$ cat config.mk
export PLATFORM = sky130hd
export DESIGN_NAME = dram_refresh_seq
export DESIGN_NICKNAME = d
export VERILOG_FILES = /design/src/rtl/dref_pkg.sv /design/src/rtl/dref_tick.sv /design/src/rtl/dref_debt.sv /design/src/rtl/dref_strobe.sv /design/src/rtl/dram_refresh_seq.sv
export SDC_FILE = /design/constraint.sdc
export NUM_CORES = 1
export LEC_CHECK = 0
export ABC_AREA = 0
export BUFFER_PORTS_ARGS = -buffer_cell sky130_fd_sc_hd__buf_2
export CAP_MARGIN = 25
export CORE_MARGIN = 2
export CORE_UTILIZATION = 60
export DETAILED_ROUTE_END_ITERATION = 10
export PLACE_DENSITY = 0.82
export RECOVER_POWER = 100
export SETUP_SLACK_MARGIN = 0.4
export SLEW_MARGIN = 20
export SYNTH_ARGS = -nofsm -noshare
export SYNTH_HDL_FRONTEND = slang
export SYNTH_SLANG_ARGS = --single-unit
$ cat constraint.sdc
create_clock -name clk -period 3.1 [get_ports clk]
set_input_delay 0 -clock clk [delete_from_list [all_inputs] [get_ports clk]]
set_output_delay 0 -clock clk [all_outputs]
set_load 0.05 [all_outputs]
$ cat src/rtl/dref_pkg.sv
// Shared state encodings for the refresh scheduler.
// Assumes: the encodings are local to this block and not decoded elsewhere.
package dref_pkg;
    typedef enum logic [1:0] {
        CY_IDLE,
        CY_SETUP,
        CY_ACTIVE,
        CY_PRE
    } cyc_state_t;

    typedef enum logic [1:0] {
        PU_PAUSE,
        PU_INIT,
        PU_READY
    } pu_state_t;
endpackage

$ cat src/rtl/dref_tick.sv
// Interval timer: pulses tick for one clock every PERIOD clocks while en is high.
// Assumes: PERIOD >= 2, and the count restarts from zero whenever en is low.
module dref_tick #(
    parameter int PERIOD = 1900
) (
    input  logic clk,
    input  logic rst_n,
    input  logic en,
    output logic tick
);
    localparam int CW = $clog2(PERIOD);
    localparam logic [CW-1:0] LAST = CW'(PERIOD - 1);

    logic [CW-1:0] cnt;

    assign tick = en && (cnt == LAST);

    // Free-running interval count, held at zero while disabled.
    always_ff @(posedge clk) begin
        if (!rst_n || !en) cnt <= '0;
        else if (cnt == LAST) cnt <= '0;
        else cnt <= cnt + 1'b1;
    end

    // two interval pulses never occur on adjacent clocks
    a_r1_tick_isolated: assert property (@(posedge clk) disable iff (!rst_n)
        tick |=> !tick);
endmodule

$ cat src/rtl/dref_debt.sv
// Owed-refresh counter: adds one per interval pulse, removes one per finished cycle.
// Assumes: dec only occurs while the count is non-zero; the count saturates at MAX.
module dref_debt #(
    parameter int MAX = 4
) (
    input  logic                       clk,
    input  logic                       rst_n,
    input  logic                       inc,
    input  logic                       dec,
    output logic [$clog2(MAX+1)-1:0]   owed
);
    localparam int W = $clog2(MAX + 1);
    localparam logic [W-1:0] TOP = W'(MAX);

    // Saturating up/down count of refreshes not yet issued.
    always_ff @(posedge clk) begin
        if (!rst_n) owed <= '0;
        else if (inc && !dec && owed != TOP) owed <= owed + 1'b1;
        else if (dec && !inc && owed != '0) owed <= owed - 1'b1;
    end

    // a full count stays full when another interval expires
    a_r10_saturate: assert property (@(posedge clk) disable iff (!rst_n)
        (owed == TOP && inc && !dec) |=> owed == TOP);
    // a finished cycle is never credited against an empty count
    a_r10_no_underflow: assert property (@(posedge clk) disable iff (!rst_n)
        dec |-> owed != '0);
endmodule

$ cat src/rtl/dref_strobe.sv
// Strobe engine: runs one column-before-row cycle per start pulse.
// Phases are column setup, row active and precharge; done pulses on the last precharge clock.
// Assumes: start is only honoured in idle; every timing parameter is >= 1.
module dref_strobe
    import dref_pkg::*;
#(
    parameter int TCSR = 2,
    parameter int TRAS = 8,
    parameter int TRP  = 6
) (
    input  logic clk,
    input  logic rst_n,
    input  logic start,
    output logic idle,
    output logic done,
    output logic row_n,
    output logic col_n
);
    localparam int TMAX = (TCSR > TRAS) ? ((TCSR > TRP) ? TCSR : TRP)
                                        : ((TRAS > TRP) ? TRAS : TRP);
    localparam int CW = $clog2(TMAX + 1);
    localparam logic [CW-1:0] LD_CSR = CW'(TCSR - 1);
    localparam logic [CW-1:0] LD_RAS = CW'(TRAS - 1);
    localparam logic [CW-1:0] LD_RP  = CW'(TRP - 1);

    cyc_state_t    st;
    logic [CW-1:0] cnt;

    assign idle  = (st == CY_IDLE);
    assign done  = (st == CY_PRE) && (cnt == '0);
    assign row_n = (st != CY_ACTIVE);
    assign col_n = !((st == CY_SETUP) || (st == CY_ACTIVE));

    // Phase sequencing with a per-phase down counter.
    always_ff @(posedge clk) begin
        if (!rst_n) begin
            st  <= CY_IDLE;
            cnt <= '0;
        end else begin
            case (st)
                CY_IDLE:   if (start) begin st <= CY_SETUP; cnt <= LD_CSR; end
                CY_SETUP:  if (cnt == '0) begin st <= CY_ACTIVE; cnt <= LD_RAS; end
                           else cnt <= cnt - 1'b1;
                CY_ACTIVE: if (cnt == '0) begin st <= CY_PRE; cnt <= LD_RP; end
                           else cnt <= cnt - 1'b1;
                CY_PRE:    if (cnt == '0) st <= CY_IDLE;
                           else cnt <= cnt - 1'b1;
                default:   st <= CY_IDLE;
            endcase
        end
    end

    // Checker-only run lengths of the row strobe at each level.
    logic [15:0] low_run, high_run;
    logic        seen_low;
    always_ff @(posedge clk) begin
        if (!rst_n) begin
            low_run  <= '0;
            high_run <= '0;
            seen_low <= 1'b0;
        end else begin
            low_run  <= row_n ? '0 : ((low_run == 16'hFFFF) ? low_run : low_run + 1'b1);
            high_run <= !row_n ? '0 : ((high_run == 16'hFFFF) ? high_run : high_run + 1'b1);
            if (!row_n) seen_low <= 1'b1;
        end
    end

    // the column strobe was already low one clock before the row strobe fell
    a_r2_col_leads_row: assert property (@(posedge clk) disable iff (!rst_n)
        $fell(row_n) |-> (!col_n && $past(!col_n)));
    // the column strobe is held low under the row strobe
    a_r2_col_held: assert property (@(posedge clk) disable iff (!rst_n)
        !row_n |-> !col_n);
    // the row strobe met its minimum low time before rising
    a_r3_row_min_low: assert property (@(posedge clk) disable iff (!rst_n)
        $rose(row_n) |-> low_run >= 16'(TRAS));
    // precharge was honoured before the next row strobe
    a_r4_precharge: assert property (@(posedge clk) disable iff (!rst_n)
        ($fell(row_n) && seen_low) |-> high_run >= 16'(TRP));
endmodule

$ cat src/rtl/dram_refresh_seq.sv
// Refresh scheduler and power-up sequencer for an asynchronous DRAM.
// After reset: a strobe-free pause, then INIT_CYCLES cycles without a bus grant, then ready.
// When ready: one refresh is owed per REFI_CYCLES, and each is run after a granted bus request.
// Assumes: the access sequencer does not use the bus until mem_ready; the grant is sampled only while bus_req is high.
module dram_refresh_seq
    import dref_pkg::*;
#(
    parameter int PAUSE_CYCLES = 25000,
    parameter int INIT_CYCLES  = 8,
    parameter int REFI_CYCLES  = 1900,
    parameter int TCSR_CYCLES  = 2,
    parameter int TRAS_CYCLES  = 8,
    parameter int TRP_CYCLES   = 6,
    parameter int MAX_OWED     = 4
) (
    input  logic clk,
    input  logic rst_n,
    input  logic bus_gnt,
    output logic bus_req,
    output logic row_stb_n,
    output logic col_stb_lo_n,
    output logic col_stb_hi_n,
    output logic wr_en_n,
    output logic out_en_n,
    output logic data_drive,
    output logic mem_ready
);
    localparam int PW = $clog2(PAUSE_CYCLES + 1);
    localparam int IW = $clog2(INIT_CYCLES + 1);
    localparam int DW = $clog2(MAX_OWED + 1);
    localparam logic [PW-1:0] PAUSE_LAST = PW'(PAUSE_CYCLES - 1);
    localparam logic [IW-1:0] INIT_LAST  = IW'(INIT_CYCLES - 1);

    pu_state_t     pu;
    logic [PW-1:0] pause_cnt;
    logic [IW-1:0] init_cnt;
    logic          ready_q;
    logic          tick, eng_idle, eng_done, eng_start, row_n, col_n;
    logic [DW-1:0] owed;

    assign ready_q   = (pu == PU_READY);
    assign eng_start = eng_idle && ((pu == PU_INIT) ||
                                    (ready_q && owed != '0 && bus_gnt));

    // Power-up progression: pause, initialization cycles, ready.
    always_ff @(posedge clk) begin
        if (!rst_n) begin
            pu        <= PU_PAUSE;
            pause_cnt <= '0;
            init_cnt  <= '0;
        end else begin
            case (pu)
                PU_PAUSE: if (pause_cnt == PAUSE_LAST) pu <= PU_INIT;
                          else pause_cnt <= pause_cnt + 1'b1;
                PU_INIT:  if (eng_done) begin
                              if (init_cnt == INIT_LAST) pu <= PU_READY;
                              else init_cnt <= init_cnt + 1'b1;
                          end
                default:  pu <= PU_READY;
            endcase
        end
    end

    dref_tick #(.PERIOD(REFI_CYCLES)) u_tick (
        .clk(clk), .rst_n(rst_n), .en(ready_q), .tick(tick)
    );

    dref_debt #(.MAX(MAX_OWED)) u_debt (
        .clk(clk), .rst_n(rst_n), .inc(tick), .dec(eng_done && ready_q), .owed(owed)
    );

    dref_strobe #(.TCSR(TCSR_CYCLES), .TRAS(TRAS_CYCLES), .TRP(TRP_CYCLES)) u_stb (
        .clk(clk), .rst_n(rst_n), .start(eng_start), .idle(eng_idle),
        .done(eng_done), .row_n(row_n), .col_n(col_n)
    );

    assign bus_req      = ready_q && ((owed != '0) || !eng_idle);
    assign row_stb_n    = row_n;
    assign col_stb_lo_n = col_n;
    assign col_stb_hi_n = col_n;
    assign wr_en_n      = 1'b1;
    assign out_en_n     = 1'b1;
    assign data_drive   = 1'b0;
    assign mem_ready    = ready_q;

    // all strobes idle through the power-up pause
    a_r7_quiet_pause: assert property (@(posedge clk) disable iff (!rst_n)
        (pu == PU_PAUSE) |-> (row_stb_n && col_stb_lo_n && col_stb_hi_n));
    // ready never drops once raised
    a_r8_ready_sticky: assert property (@(posedge clk) disable iff (!rst_n)
        mem_ready |=> mem_ready);
    // an ungranted request is held, and no cycle begins without the grant
    a_r9_req_held: assert property (@(posedge clk) disable iff (!rst_n)
        (bus_req && !bus_gnt && eng_idle) |=> (bus_req && eng_idle));
    // no request before initialization completes
    a_r9_no_early_req: assert property (@(posedge clk) disable iff (!rst_n)
        !mem_ready |-> !bus_req);
endmodule

==> flow_summary.yaml <==
run_status:
  status: "complete, no violations"
logic_synthesis:
  synth-edff-count: 0
  ys_top_cells_by_count: "41 x dfxtp_1, 25 x nor2_1, 19 x nand2_1, 13 x inv_1, 12 x a21oi_1"
  seq_area_frac_synth_pct: 36.8
  synth_area_leaders: "dfxtp_1 37%, ha_1 4.5%, mux2i_1 4.5%"
  synth-xor-area-share_pct: 4.71
  synth_top_family_by_area: "simple AND/OR/NAND/NOR gates"
  ys_types: 50
  synthAdderAreaFrac_pct: 5.39
  yosysTopAreaCell: "dfxtp_1"
  synth_warnings: 0
  syn_area_mm2: 0.00223
  syn_inst: 253
  ys_ff_latch: 41
  synthSimpleGateAreaFrac_pct: 28.5
  synth_top_area_share_pct: 36.8
  synthFlopType: "dfxtp_1"
  synth_compound_area_share_pct: 13.5
  syn_area_per_cell_um2: 8.81
  synth_mux_area_share_pct: 4.49
  yosysMostFrequentCell: "dfxtp_1"
  async_flop_share_pct: 0
job:
  drv_cap: 0
clock_tree:
  cts_resized: 0
  cts_buffers: 5
  cts.sinks: 41
  cts.path.max_buffers: 2
  post-cts-setup-buffers: 0
  ctsHoldBuffers: 0
  root_buffer: "clkbuf_8"
  clk_latency_ps: 300
  h-tree-depth: 2
  cts_tree: "yes"
  path_clk_slew_ps: 80
power_and_ir_drop:
  powerDensity_mw_per_mm2: 466
  finalPower_w: 0.00109
  vdd_ir_drop_max_mv: 0.258
  cellLeakagePower_nw: 0.859
setup_path:
  critPathLaunchType: "flop"
  required_ps: 3290
  crit_start: "u_tick.cnt[0]$_SDFF_PP0_"
  criticalPathCategory: "reg -> reg"
  cpMostUsedCell: "mux2i_1"
  end_kind: "flop"
  r2r-start: "u_tick.cnt[0]$_SDFF_PP0_"
  cp.arrival_ps: 2610
  cpPeakStageDelay_ps: 500
  cp_cell_sequence: "ha_1 -> nand4bb_1 -> or4_1 -> nand2b_1 -> fa_1 -> nor4_1 -> mux2i_1 -> mux2i_1"
  critPathMaxFanout: 4
  critPathSlowestCell: "or4_1"
sta:
  clock_skew_ps: 8.46
  whs_ps: 191
  slew_headroom_pct: 36.3
  hold_violations: 0
  fin_crit_sh_pct: 78.2
  rsz0062_at_grt: "false"
  setup_viol: 0
  finalCriticalPeriod_ps: 2430
  worst_pin_slew_ps: 949
  tns_ps: 0
  finalMaxSlewViolations: 0
  fmax_ghz: 0.412
route:
  wl_met2_mm: 1.91
  wire_per_inst_um: 13.3
  via_per_inst: 5.75
  met3WireLength_um: 146
  via_count: 1754
  ant_nets: 0
  wl_mm: 4.07
  wl_met1_mm: 1.94
  drc: 0
  drt-pass1-iter-count: 4
  drt_iter0_markers: 107
  top_layer_used: "met4"
layout:
  drive_gt1_share_pct: 7.39
  seq_area_um2: 821
  multiInputGateArea_mm2: 0.00125
  antenna_cells: 0
  nNetsFinal: 269
  fill_cells: 323
  area.growth.synth_to_final_pct: 4.49
global_routing:
  grt_pass1_vias: 1652
  grt_usage_pct: 21.6
  grt_pass1_wl_mm: 7.00
  antenna_found_initial: 0
  grt_max_degree: 28
  overflow: 0
floorplan:
  rows: 22
  die-area_mm2: 0.00422
  die_width_um: 65.0
  io_pins: 11
  die_h_um: 65.0
  core_mm2: 0.00361
  start_util_pct: 61.8
placed_design:
  globalplace.congestion: 0.874
  dp_hpwl_mm: 2.80
  port_buffers: 7
worst_hold_path:
  hp-start: "rst_n"
  holdCritPathClass: "in -> reg"
==> per-stage QoR <==
stage / utilization [%] / setup slack, ps / instance area [um^2] / std cells
final: 64.6 / 675 / 2330 / 305
after global routing: 64.6 / 483 / 2330 / 305
after CTS: 65.6 / 652 / 2370 / 305
after detailed placement: 62.8 / 662 / 2260 / 298
after global placement: 62.8 / 714 / 2260 / 298
after floorplan: - / 763 / 2230 / 254
==> per-layer routing <==
layer / up-vias / global-route usage (%)
met3: 8 / 6.60
met4: 0 / 9.84
met1: 816 / 25.4
met2: 20 / 35.8
li1: 910 / -
met5: - / 0
==> cell families (layout without fill, tap and decap cells) <==
| kind of cell | Yosys count | in the layout |
|---|---|---|
| buffers and inverters | 28 | 31 |
| multiplexers | 10 | 10 |
| other | 2 | 3 |
| XOR/XNOR | 12 | 12 |
| AO/OA/AOI/OAI | 41 | 41 |
| adder cells (fa/ha/maj) | 9 | 9 |
| flip-flops | 41 | 41 |
| AND/OR/NAND/NOR | 110 | 110 |
==> cell usage in the layout, fill, tap and decap left out, types with 4 or more instances in the layout <==
cell / netlist / final
dfxtp_1: 41 / 41
nor2_1: 25 / 25
nand2_1: 19 / 19
inv_1: 13 / 13
a21oi_1: 12 / 12
nand2b_1: 10 / 10
nand3_1: 10 / 10
mux2i_1: 10 / 10
nor3_1: 9 / 9
ha_1: 8 / 8
nor4_1: 5 / 7
xnor2_1: 7 / 7
o21ai_0: 7 / 7
clkbuf_1: 5 / 7
xor2_1: 5 / 5
o41ai_1: 5 / 5
clkbuf_8: 0 / 5
nand4bb_1: 4 / 4
nand4_1: 4 / 4
o311ai_0: 4 / 4
==> flip-flops by register name, summed over array words and instances, names as in the netlist <==
signal,flops
pu,2
pause_cnt,15
init_cnt,4
u_tick.cnt,11
u_stb.st,2
u_stb.cnt,4
u_debt.owed,3
==> layout make-up <==
cell class | count | share of cell area (%)
Tap cell | 48 | 2.58
Timing Repair Buffer | 10 | 1.88
Inverter | 14 | 2.26
Multi-Input combinational cell | 185 | 53.6
Clock inverter | 2 | 1.50
Sequential cell | 41 | 35.2
Clock buffer | 5 | 2.95
==> where the power goes <==
part           switching [W]  internal, W  leakage [nW]
Sequential         0.0000103     0.000536         0.331
Clock               0.000180     0.000234        0.0540
Combinational      0.0000902    0.0000349         0.474
Total               0.000280     0.000805         0.859
==> worst max-delay path: cells and delay by family, from the launching register on <==
family / cells / cell delay, ps
adder cells (fa/ha/maj): 2 / 620
flip-flops: 1 / 370
multiplexers: 2 / 250
AND/OR/NAND/NOR: 4 / 1080
==> path summary, 6_finish.rpt <==
path                                               endpoint  slack (ps)  cells after the start
worst max-delay path            u_debt.owed[2]$_SDFFE_PN0P_         670                      8
worst min-delay path              u_stb.cnt[0]$_SDFFE_PN0P_         190                      2
worst min register to register     u_tick.cnt[0]$_SDFF_PP0_         460                      1
worst max register to register  u_debt.owed[2]$_SDFFE_PN0P_         670                      8
(Power assumes the default switching activity.)
